[config.mk]
export PLATFORM = sky130hd
export DESIGN_NAME = irq_csr_alias
export DESIGN_NICKNAME = d
export VERILOG_FILES = /design/src/rtl/irq_csr_pkg.sv /design/src/rtl/irq_view_mask.sv /design/src/rtl/irq_csr_update.sv /design/src/rtl/irq_enable_reg.sv /design/src/rtl/irq_pending_reg.sv /design/src/rtl/irq_csr_alias.sv
export SDC_FILE = /design/constraint.sdc
export NUM_CORES = 1
export LEC_CHECK = 0
export BUFFER_PORTS_ARGS = -buffer_cell sky130_fd_sc_hd__buf_2
export CORE_MARGIN = 2
export CORE_UTILIZATION = 45
export CTS_CLUSTER_DIAMETER = 120
export DETAILED_ROUTE_END_ITERATION = 10
export PLACE_DENSITY = 0.73
export SETUP_SLACK_MARGIN = 0.4
export SYNTH_ARGS = -nofsm -noshare
export SYNTH_HDL_FRONTEND = slang
export SYNTH_SLANG_ARGS = --single-unit
[constraint.sdc]
create_clock -name clk -period 1.3 [get_ports clk]
set_clock_uncertainty 0.05 [all_clocks]
set_input_delay 0.13 -clock clk [delete_from_list [all_inputs] [get_ports clk]]
set_output_delay 0.13 -clock clk [all_outputs]
set_load 0.01 [all_outputs]
[src/rtl/irq_csr_pkg.sv]
package irq_csr_pkg;

  localparam int GROUP_W = 4;
  localparam int N_GROUPS = 3;
  localparam int IRQ_W = GROUP_W * N_GROUPS;

  typedef enum logic [1:0] {
    VIEW_U = 2'd0,
    VIEW_S = 2'd1,
    VIEW_H = 2'd2,
    VIEW_M = 2'd3
  } view_e;

  typedef enum logic [1:0] {
    OP_READ  = 2'd0,
    OP_WRITE = 2'd1,
    OP_SET   = 2'd2,
    OP_CLEAR = 2'd3
  } op_e;

  // A bit is visible to a view when its privilege offset inside its group is
  // at or below the view's level.
  function automatic logic [IRQ_W-1:0] low_view_mask(input view_e v);
    logic [IRQ_W-1:0] m;
    for (int i = 0; i < IRQ_W; i++) begin
      m[i] = ((i % GROUP_W) <= int'(v));
    end
    return m;
  endfunction

endpackage

[src/rtl/irq_view_mask.sv]
module irq_view_mask
  import irq_csr_pkg::*;
#(
  parameter int XLEN = 32
) (
  input  view_e            view,
  output logic [XLEN-1:0]  mask
);
  localparam int HI_W = XLEN - IRQ_W;

  logic [IRQ_W-1:0] low_mask;

  always_comb begin
    low_mask = low_view_mask(view);
  end

  generate
    if (HI_W > 0) begin : g_wide
      always_comb begin
        mask = (view == VIEW_M) ? '1 : {{HI_W{1'b0}}, low_mask};
      end
    end else begin : g_narrow
      always_comb begin
        mask = (view == VIEW_M) ? '1 : low_mask;
      end
    end
  endgenerate

endmodule

[src/rtl/irq_csr_update.sv]
module irq_csr_update
  import irq_csr_pkg::*;
#(
  parameter int XLEN = 32
) (
  input  op_e              op,
  input  logic [XLEN-1:0]  old_val,
  input  logic [XLEN-1:0]  operand,
  input  logic [XLEN-1:0]  wmask,
  output logic [XLEN-1:0]  new_val
);
  logic [XLEN-1:0] raw;

  always_comb begin
    unique case (op)
      OP_WRITE: raw = operand;
      OP_SET:   raw = old_val | operand;
      OP_CLEAR: raw = old_val & ~operand;
      default:  raw = old_val;
    endcase
    new_val = (old_val & ~wmask) | (raw & wmask);
  end

endmodule

[src/rtl/irq_enable_reg.sv]
module irq_enable_reg #(
  parameter int XLEN = 32
) (
  input  logic             clk,
  input  logic             rst_n,
  input  logic             load,
  input  logic [XLEN-1:0]  d,
  output logic [XLEN-1:0]  q
);
  logic [XLEN-1:0] q_next;

  always_comb begin
    q_next = load ? d : q;
  end

  always_ff @(posedge clk or negedge rst_n) begin
    if (!rst_n) q <= '0;
    else        q <= q_next;
  end

  // without a load the word must hold
  a_r7_hold_without_load: assert property (@(posedge clk) disable iff (!rst_n)
    !load |=> q == $past(q));

endmodule

[src/rtl/irq_pending_reg.sv]
module irq_pending_reg #(
  parameter int SW_W = 4
) (
  input  logic             clk,
  input  logic             rst_n,
  input  logic             load,
  input  logic [SW_W-1:0]  d,
  output logic [SW_W-1:0]  q
);
  logic [SW_W-1:0] q_next;

  always_comb begin
    q_next = load ? d : q;
  end

  always_ff @(posedge clk or negedge rst_n) begin
    if (!rst_n) q <= '0;
    else        q <= q_next;
  end

  // first cycle out of reset sees cleared software pending bits
  a_r1_sw_pend_cleared: assert property (@(posedge clk)
    $rose(rst_n) |-> q == '0);

endmodule

[src/rtl/irq_csr_alias.sv]
module irq_csr_alias
  import irq_csr_pkg::*;
#(
  parameter int XLEN = 32
) (
  input  logic              clk,
  input  logic              rst_n,
  input  logic              csr_en,
  input  logic [1:0]        csr_view,
  input  logic              csr_reg,
  input  logic [1:0]        csr_op,
  input  logic [XLEN-1:0]   csr_wdata,
  input  logic [3:0]        hw_timer_irq,
  input  logic [3:0]        hw_ext_irq,
  output logic [XLEN-1:0]   csr_rdata,
  output logic [IRQ_W-1:0]  irq_active
);
  localparam int SW_W = GROUP_W;
  localparam int PAD_W = XLEN - IRQ_W;
  localparam logic [XLEN-1:0] SW_BITS = XLEN'((1 << SW_W) - 1);

  // reset: asynchronous assertion, synchronous release
  logic rst_meta_q;
  logic rst_int_n;

  always_ff @(posedge clk or negedge rst_n) begin
    if (!rst_n) begin
      rst_meta_q <= 1'b0;
      rst_int_n  <= 1'b0;
    end else begin
      rst_meta_q <= 1'b1;
      rst_int_n  <= rst_meta_q;
    end
  end

  view_e           view;
  op_e             op;
  logic [XLEN-1:0] vmask;
  logic [XLEN-1:0] wmask;
  logic [XLEN-1:0] en_q;
  logic [SW_W-1:0] sw_q;
  logic [XLEN-1:0] pend_vec;
  logic [XLEN-1:0] old_val;
  logic [XLEN-1:0] new_val;
  logic            wr_access;
  logic            en_load;
  logic            pend_load;

  always_comb begin
    view = view_e'(csr_view);
    op   = op_e'(csr_op);
  end

  irq_view_mask #(.XLEN(XLEN)) u_mask (
    .view (view),
    .mask (vmask)
  );

  always_comb begin
    pend_vec  = {{PAD_W{1'b0}}, hw_ext_irq, hw_timer_irq, sw_q};
    old_val   = csr_reg ? pend_vec : en_q;
    wmask     = csr_reg ? (vmask & SW_BITS) : vmask;
    wr_access = csr_en && (op != OP_READ);
    en_load   = wr_access && !csr_reg;
    pend_load = wr_access && csr_reg;
  end

  irq_csr_update #(.XLEN(XLEN)) u_update (
    .op      (op),
    .old_val (old_val),
    .operand (csr_wdata),
    .wmask   (wmask),
    .new_val (new_val)
  );

  irq_enable_reg #(.XLEN(XLEN)) u_enable (
    .clk   (clk),
    .rst_n (rst_int_n),
    .load  (en_load),
    .d     (new_val),
    .q     (en_q)
  );

  irq_pending_reg #(.SW_W(SW_W)) u_pending (
    .clk   (clk),
    .rst_n (rst_int_n),
    .load  (pend_load),
    .d     (new_val[SW_W-1:0]),
    .q     (sw_q)
  );

  always_comb begin
    csr_rdata  = old_val & vmask;
    irq_active = pend_vec[IRQ_W-1:0] & en_q[IRQ_W-1:0];
  end

  // enable bits outside the view mask survive any access
  a_r5_outside_mask_kept: assert property (@(posedge clk) disable iff (!rst_int_n)
    (csr_en && !csr_reg) |=> ((en_q & ~$past(vmask)) == ($past(en_q) & ~$past(vmask))));

  // a read-only access changes neither word
  a_r7_read_no_change: assert property (@(posedge clk) disable iff (!rst_int_n)
    (csr_en && csr_op == 2'd0) |=> (en_q == $past(en_q) && sw_q == $past(sw_q)));

  // external pending bits track the controller lines, as seen at the read port
  a_r8_ext_follows_hw: assert property (@(posedge clk) disable iff (!rst_int_n)
    (csr_reg && csr_view == 2'd3) |-> csr_rdata[11:8] == hw_ext_irq);

  // an active interrupt is always enabled
  a_r10_active_enabled: assert property (@(posedge clk) disable iff (!rst_int_n)
    (irq_active & ~en_q[IRQ_W-1:0]) == '0);

  // narrow views never expose bits above the interrupt field
  a_r4_narrow_upper_zero: assert property (@(posedge clk) disable iff (!rst_int_n)
    (csr_view != 2'd3) |-> (csr_rdata >> IRQ_W) == '0);

endmodule

==> results of run 1 <==
-- critical path, cell delays in order, from the launching register on --
cell                      delay [ns]
sky130_fd_sc_hd__dfrtp_1        0.43
sky130_fd_sc_hd__mux2i_1        0.19
sky130_fd_sc_hd__nor2_1         0.08
sky130_fd_sc_hd__buf_2          0.14
-- worst max-delay path by stage --
stage                     slack (ns)      startpoint              to  cells past startpoint
after global routing           -0.03  u_enable.q[11]   csr_rdata[11]                      3
after global placement         -0.03         csr_reg  u_enable.q[13]                      6
after detailed placement       -0.11         csr_reg  u_enable.q[13]                      6
after floorplan                 0.12         csr_reg  u_enable.q[14]                      7
final                          -0.01  u_enable.q[11]   csr_rdata[11]                      3
after CTS                       0.01   u_enable.q[0]    csr_rdata[0]                      2
-- registers in the layout, summed over array words and instances, names as in the netlist --
name         count
u_enable.q      32
rst_meta_q       1
u_pending.q      4
rst_int_n        1
-- power by group through the flow --
stage                     registers, mW  logic [mW]  clock network (mW)
after floorplan                    1.44       0.628                   0
after global placement             1.46       0.980                   0
after detailed placement           1.47        1.01                   0
after CTS                          1.44        1.27               0.865
after global routing               1.47        1.62               0.919
final                              1.45        1.52               0.867
-- synthesized netlist by cell type (all sizes together) (2+ instances only) --
cell type and instances:
nor2b 6, or2 2, nand4 11, o21ai 23, mux2 4, inv 15
and4b 2, a221o 4, o211ai 2, a21oi 20, and2 33, mux2i 8
dfrtp 38, a31oi 11, o32ai 2, o2bb2ai 3, clkbuf 12, nand3 16
nand2b 3, nor2 38, buf 14, a41oi 3, nor3b 21, nand2 39
a311oi 12
-- cell type report --
cell class                 count  area, sq um
multi-input combinational    268         2030
timing repair buffer         175         1580
fill                         349         1080
sequential                    38          952
tap                           75         93.8
clock buffer                   7         86.3
inverter                      15         56.3
clock inverter                 1         5.00
-- logic make-up (layout without fill, tap and decap cells) --
family / count (synthesis) / in the layout / synth area share [%]
flops: 38 / 38 / 35.1
other cells: 1 / 1 / 0.138
mux: 12 / 12 / 4.62
xor+xnor: 1 / 1 / 0.323
buf+inv: 41 / 198 / 7.02
compound gates: 81 / 81 / 19.3
simple gates: 173 / 173 / 33.5
-- per-stage QoR --
| step | TNS, ns | power, mW | area (sq um) | hold slack (ns) | instances |
|---|---|---|---|---|---|
| 2_1_floorplan | 0 | 2.07 | 2950 | -0.216 | 347 |
| 3_3_place_gp | -0.0843 | 2.44 | 3640 | -0.135 | 526 |
| 3_5_place_dp | -0.894 | 2.48 | 3640 | -0.126 | 526 |
| 4_1_cts | 0 | 3.57 | 4410 | 0.00110 | 573 |
| 5_1_grt | -0.0364 | 4.01 | 4800 | 0.00990 | 579 |
| 6_report | -0.0107 | 3.84 | 4800 | 0.00294 | 579 |
-- what timing repair did --
action,in CTS,in global routing
endpoints found under the setup margin,80,80
resized for setup,65,73
endpoints found under the hold margin,8,0
buffers inserted,26,6
hold buffers,7,0
cloned,6,0
pin swaps,40,14
-- routing by layer --
metal | vias to the layer above | wire length (um) | share of wire [%]
met5 | - | 0 | 0
met4 | 0 | 344 | 3.2
met3 | 39 | 827 | 7.7
met2 | 210 | 5380 | 50
met1 | 1652 | 4210 | 39
li1 | 1546 | - | -
==> qor.yml, run 1 <==
layout.cells.most_common: "sky130_fd_sc_hd__buf_2"
detail_route.iter0.violations: 355
maxCapViolations: 0
critical_path_peak_fanout: 3
vias: 3447
swShare_pct: 33.2
average_cell_area_after_synthesis_sq_um: 7.81
number_of_global_route_vias_before_repair: 3230
postRouteAntennaNets: 0
ctsLongestPathBuffers: 2
unique_cell_type_count_in_the_yosys_netlist: 33
fin_crit_ns: 1.31
finalHoldViolCount: 0
avgRoutedWirePerCell_um: 18.6
r2r_start: "u_enable.q[0]"
cts_buffers: 5
groute.layer.met2.usage_pct: 53.0
placement_rows: 28
count_of_synthesis_stage_warnings_from_yosys: 0
setup-violations-final: 1
reg2reg_depth: 4
rd_place_congestion: 0.862
synth.top_cells.by_area: "sky130_fd_sc_hd__dfrtp_1 35%, sky130_fd_sc_hd__and2_1 7.6%, sky130_fd_sc_hd__nor3b_1 5.8%, sky130_fd_sc_hd__nand2_1 5.4%, sky130_fd_sc_hd__nor2_1 5.3%"
clock_latency_ns: 0.29
grtUsageMet3_pct: 5.38
detail_route.first_pass.iterations: 5
number_of_storage_elements_in_the_synthesis_netlist: 38
clk_pin_slew_worst_paths_ns: 0.08
reported_net_switching_power_mw: 1.27
tritoncts: "yes"
maxClockFrequency_ghz: 0.763
comb_pwr_share_pct: 39.6
layout-drive-gt1-share_pct: 52.0
top_level_ports: 92
clock_sink_count: 38
totalWireLength_mm: 10.8
antenna_cells: 0
io_buffer_count: 91
area_growth_pct: 77.3
synth_top_area_cell: "sky130_fd_sc_hd__dfrtp_1"
finalMaxSlewViolations: 0
hp-start: "csr_wdata[13]"
detailedPlacementHpwl_mm: 5.96
post_synth_instance_area_sq_um: 2710
p_per_area_nw_per_um2: 799
syn-num-nets: 395
syn-instance-count: 347
ff2ff_setup_slack_ns: 0.10
static-leakage-power_nw: 2.19
clockRootBuffer: "sky130_fd_sc_hd__clkbuf_8"
grt_first_pass_wirelength_mm: 15.7
most-common-layout-cells: "61 x sky130_fd_sc_hd__buf_2, 46 x sky130_fd_sc_hd__buf_4, 45 x sky130_fd_sc_hd__buf_6"
netlist.area_leader.share_pct: 35.1
drt_drc_violations_left: 0
critical_path_required_ns: 1.12
globalRouteOverflowTotal: 0
dieHeight_um: 81.6
grt_usage_pct: 30.9
synth_sequential_area_ratio_pct: 35.1
min_delay_worst_endpoint: "u_enable.q[13]"
hold_class: "input port to register"
clock_power_share_pct: 22.6
grt_antenna_before_repair: 0
maximum_number_of_pins_on_one_net_before_global_route_repair: 29
via_per_inst: 5.95
asyncSetResetFlopFracSynth_pct: 100
cts.htree.levels: 2
status: "finished with violations"
dieArea_sq_um: 6660
design.core.area_sq_um: 5890
critPathCaptureType: "output port"
count_of_flip_flops_with_a_built_in_enable_after_synthesis: 0
die_width_um: 81.6
fin_crit_sh_pct: 101
starting_density_of_the_core_pct: 46.0
r2r-end: "u_pending.q[0]"
post_route_worst_setup_slack_ns: -0.0107
synth_flop_cell: "sky130_fd_sc_hd__dfrtp_1"
hold-path-cell-count: 2
cp.arrival_ns: 1.13
irDropWorstVdd_mv: 0.637
internal_power_mw: 2.56
finish.utilization_pct: 81.6
layout.nets: 551
startpoint_type: "register"
place_worst_setup_slack_ns: -0.106
most_used_routing_layer: "met2"
relative_contribution_of_sequential_cells_to_total_power_pct: 37.8
failed_checks: "negative setup slack"
rsz0062_at_grt: "true"
critPathKind: "register to output port"
met1_grt_util_pct: 38.5
(Power assumes the default switching activity.)
==> run 2: changes to the inputs <==
--- a/config.mk
+++ b/config.mk
@@ -10,8 +10,9 @@
 export CORE_UTILIZATION = 45
 export CTS_CLUSTER_DIAMETER = 120
 export DETAILED_ROUTE_END_ITERATION = 10
-export PLACE_DENSITY = 0.73
+export PLACE_DENSITY = 0.69
 export SETUP_SLACK_MARGIN = 0.4
 export SYNTH_ARGS = -nofsm -noshare
 export SYNTH_HDL_FRONTEND = slang
+export SYNTH_HIERARCHICAL = 1
 export SYNTH_SLANG_ARGS = --single-unit
==> run 2 against run 1 <==
  * The run still ends with negative setup slack left
  * Routed wire length shrank 2.8%
  * Sequential share of layout area shrank 3.3 points
  * Combinational power grew 120%
  * Non-clock buffer count grew 17
  * Global-route usage shrank 8.0 points
==> qor.yml, run 2 <==
status: "finished with violations"  # unchanged
failed_checks: "negative setup slack"  # unchanged
layout.nets: 564  # was 551
cp.arrival_ns: 1.24  # was 1.13 ns
layout.cells.most_common: "sky130_fd_sc_hd__buf_6"  # was sky130_fd_sc_hd__buf_2
setup-violations-final: 28  # was 1
grt_antenna_before_repair: 0  # unchanged
met2RoutedLength_mm: 5.53  # was 5.38 mm
dieArea_sq_um: 8820  # was 6660 sq um
rsz0062_at_grt: "true"  # unchanged
finish.utilization_pct: 74.0  # was 81.6%
synth_commonest_cells: "48 x sky130_fd_sc_hd__nor2b_1, 43 x sky130_fd_sc_hd__and2_1, 38 x sky130_fd_sc_hd__dfrtp_1, 37 x sky130_fd_sc_hd__mux2_4, 33 x sky130_fd_sc_hd__inv_1"  # was 39 x sky130_fd_sc_hd__nand2_1, 38 x sky130_fd_sc_hd__dfrtp_1, 38 x sky130_fd_sc_hd__nor2_1, 33 x sky130_fd_sc_hd__and2_1, 23 x sky130_fd_sc_hd__o21ai_0
synth_top_area_cell: "sky130_fd_sc_hd__dfrtp_1"  # unchanged
totalWireLength_mm: 10.5  # was 10.8 mm
tritoncts: "yes"  # unchanged
power_mw: 6.27  # was 3.84 mW
most-common-layout-cells: "74 x sky130_fd_sc_hd__buf_6, 51 x sky130_fd_sc_hd__buf_2, 48 x sky130_fd_sc_hd__mux2_4"  # was 61 x sky130_fd_sc_hd__buf_2, 46 x sky130_fd_sc_hd__buf_4, 45 x sky130_fd_sc_hd__buf_6
starting_density_of_the_core_pct: 46.8  # was 46.0%
area_growth_pct: 58.1  # was 77.3%
synth.top_cells.by_area: "sky130_fd_sc_hd__dfrtp_1 26%, sky130_fd_sc_hd__mux2_4 15%, sky130_fd_sc_hd__nor2b_1 8.3%, sky130_fd_sc_hd__a32oi_1 7.7%, sky130_fd_sc_hd__xnor2_1 7.7%"  # was sky130_fd_sc_hd__dfrtp_1 35%, sky130_fd_sc_hd__and2_1 7.6%, sky130_fd_sc_hd__nor3b_1 5.8%, sky130_fd_sc_hd__nand2_1 5.4%, sky130_fd_sc_hd__nor2_1 5.3%
drt_drc_violations_left: 0  # unchanged
maximum_number_of_pins_on_one_net_before_global_route_repair: 37  # was 29
clk_pin_slew_worst_paths_ns: 0.08  # about the same
setup_total_negative_slack_ns: -1.98  # was -0.0107 ns
reg2reg_depth: 5  # was 4
design.core.area_sq_um: 7770  # was 5890 sq um
via_per_inst: 5.16  # was 5.95
finalHoldViolCount: 0  # unchanged
top_layer_used: "met4"  # unchanged
average_cell_area_after_synthesis_sq_um: 9.85  # was 7.81 sq um
grt_usage_pct: 22.9  # was 30.9%
place_worst_setup_slack_ns: -0.0945  # was -0.106 ns
detail_route.wirelength.met1_mm: 4.33  # was 4.21 mm
synth_sequential_area_ratio_pct: 26.2  # was 35.1%
largest_register_ffs: 32  # unchanged
static-leakage-power_nw: 2.61  # was 2.19 nW
avgRoutedWirePerCell_um: 16.9  # was 18.6 um
die_width_um: 93.9  # was 81.6 um
startpoint_type: "register"  # unchanged
clock_sink_count: 38  # unchanged
largest-register: "u_enable/q"  # was u_enable.q
finalMaxSlewViolations: 0  # unchanged
critPathKind: "register to output port"  # unchanged
number_of_storage_elements_in_the_synthesis_netlist: 38  # unchanged
critical_path_required_ns: 1.12  # about the same
count_of_flip_flops_with_a_built_in_enable_after_synthesis: 0  # unchanged
critical_path_peak_fanout: 2  # was 3
globalRouteOverflowTotal: 0  # unchanged
cts_buffers: 5  # unchanged
unique_cell_type_count_in_the_yosys_netlist: 20  # was 33
io_buffer_count: 91  # unchanged
dr_wl_met3_um: 459  # was 827 um
cts.htree.levels: 2  # unchanged
dieHeight_um: 93.9  # was 81.6 um
clockRootBuffer: "sky130_fd_sc_hd__clkbuf_8"  # unchanged
number_of_global_route_vias_before_repair: 3343  # was 3230
antenna_cells: 0  # unchanged
grt_first_pass_wirelength_mm: 15.9  # was 15.7 mm
synth_most_common_cell: "sky130_fd_sc_hd__nor2b_1"  # was sky130_fd_sc_hd__nand2_1
clock_latency_ns: 0.29  # about the same
synth_flop_cell: "sky130_fd_sc_hd__dfrtp_1"  # unchanged
top_regs: "u_enable/q: 32 flops, u_pending/q: 4 flops"  # was u_enable.q: 32 flops, u_pending.q: 4 flops
placement_rows: 32  # was 28
fin_crit_sh_pct: 109  # was 101%
irDropWorstVdd_mv: 0.936  # was 0.637 mV
detail_route.iter0.violations: 40  # was 355
p_per_area_nw_per_um2: 1090  # was 799 nW/um^2
netlist.area_leader.share_pct: 26.2  # was 35.1%
count_of_synthesis_stage_warnings_from_yosys: 6  # was 0
maxCapViolations: 0  # unchanged
post_route_worst_setup_slack_ns: -0.122  # was -0.0107 ns
rd_place_congestion: 0.745  # was 0.862
fin_crit_ns: 1.42  # was 1.31 ns
maxClockFrequency_ghz: 0.703  # was 0.763 GHz
hold_class: "input port to async pin"  # was input port to register
asyncSetResetFlopFracSynth_pct: 100  # unchanged
postRouteAntennaNets: 0  # unchanged
detail_route.first_pass.iterations: 4  # was 5
vias: 3194  # was 3447
ctsLongestPathBuffers: 2  # unchanged
layout-drive-gt1-share_pct: 65.0  # was 52.0%
detailedPlacementHpwl_mm: 5.89  # was 5.96 mm
top_level_ports: 92  # unchanged
syn-instance-count: 369  # was 347
critPathCaptureType: "output port"  # unchanged
post_synth_instance_area_sq_um: 3640  # was 2710 sq um
==> run 2: changes by cell type in the layout (fill, tap and decap cells not counted), moves of 28 or more <==
cell / before / now
sky130_fd_sc_hd__o211ai_1: 2 / 32
sky130_fd_sc_hd__nor2_1: 28 / 0
sky130_fd_sc_hd__nand2_1: 36 / 0
sky130_fd_sc_hd__mux2_4: 3 / 48
sky130_fd_sc_hd__buf_6: 45 / 74
sky130_fd_sc_hd__xnor2_1: 0 / 31
==> run 2: per-layer routing <==
layer	vias to the layer above	track usage (%)
li1	1532	-
met3	12	4.09
met2	80	41.5
met5	-	0
met1	1570	27.5
met4	0	6.76
==> run 2: path summary, 6_finish.rpt <==
kind | to | from | slack [ns]
worst max-delay path | csr_rdata[11] | u_enable/q[11] | -0.12
worst min-delay path | rst_int_n | rst_n | 0.1
worst max register to register | u_pending/q[1] | u_enable/q[1] | -0.05
worst min register to register | u_pending/q[2] | rst_int_n | 0.18
max in group asynchronous | u_enable/q[17] | rst_int_n | 0.83
min in group clk | u_enable/q[9] | csr_wdata[9] | 0.31
==> run 2: cells by family after synthesis <==
| logic type | Yosys count | share of synthesized area (%) |
|---|---|---|
| AND/OR/NAND/NOR | 96 | 16.5 |
| buffers and inverters | 88 | 16.3 |
| AO/OA/AOI/OAI | 65 | 14.5 |
| multiplexers | 48 | 18.7 |
| flip-flops | 38 | 26.2 |
| XOR/XNOR | 32 | 7.71 |
| other | 2 | 0.207 |
==> run 2: what timing repair did <==
action / 4_1_cts / 5_1_grt
endpoints found under the hold margin: 2 / 0
pin swaps: 27 / 25
setup buffers: 35 / 28
gates resized for setup: 111 / 42
setup endpoints to repair: 80 / 80
hold buffers: 1 / 0
cloned: 4 / 1
==> run 2: per-stage QoR <==
stage               cells  cell area, sq um  hold WS [ns]
floorplan             371              3910        -0.216
global placement      542              4360        -0.134
detailed placement    542              4360        -0.134
CTS                   590              5340        0.0883
global route          619              5750         0.117
finish                619              5750        0.0995
==> run 2: where the power goes <==
group	total, mW	switching [mW]	leakage [nW]	internal [mW]
registers	1.67	0.207	0.484	1.46
logic	3.33	1.16	2.05	2.17
clock network	1.27	0.453	0.0714	0.819
total	6.27	1.82	2.61	4.45
==> run 2: layout make-up <==
class	instances	area (sq um)
Inverter	33	124
Multi-Input combinational cell	246	2510
Tap cell	102	128
Fill cell	510	2020
Sequential cell	38	952
Timing Repair Buffer	192	1890
Clock inverter	2	60.1
Clock buffer	6	82.6
==> run 2: worst max-delay path, stage by stage, from the launching register on <==
cell and delay (ns):
sky130_fd_sc_hd__dfrtp_1 0.41, sky130_fd_sc_hd__mux2_4 0.29, sky130_fd_sc_hd__and2_4 0.14, sky130_fd_sc_hd__buf_6 0.11
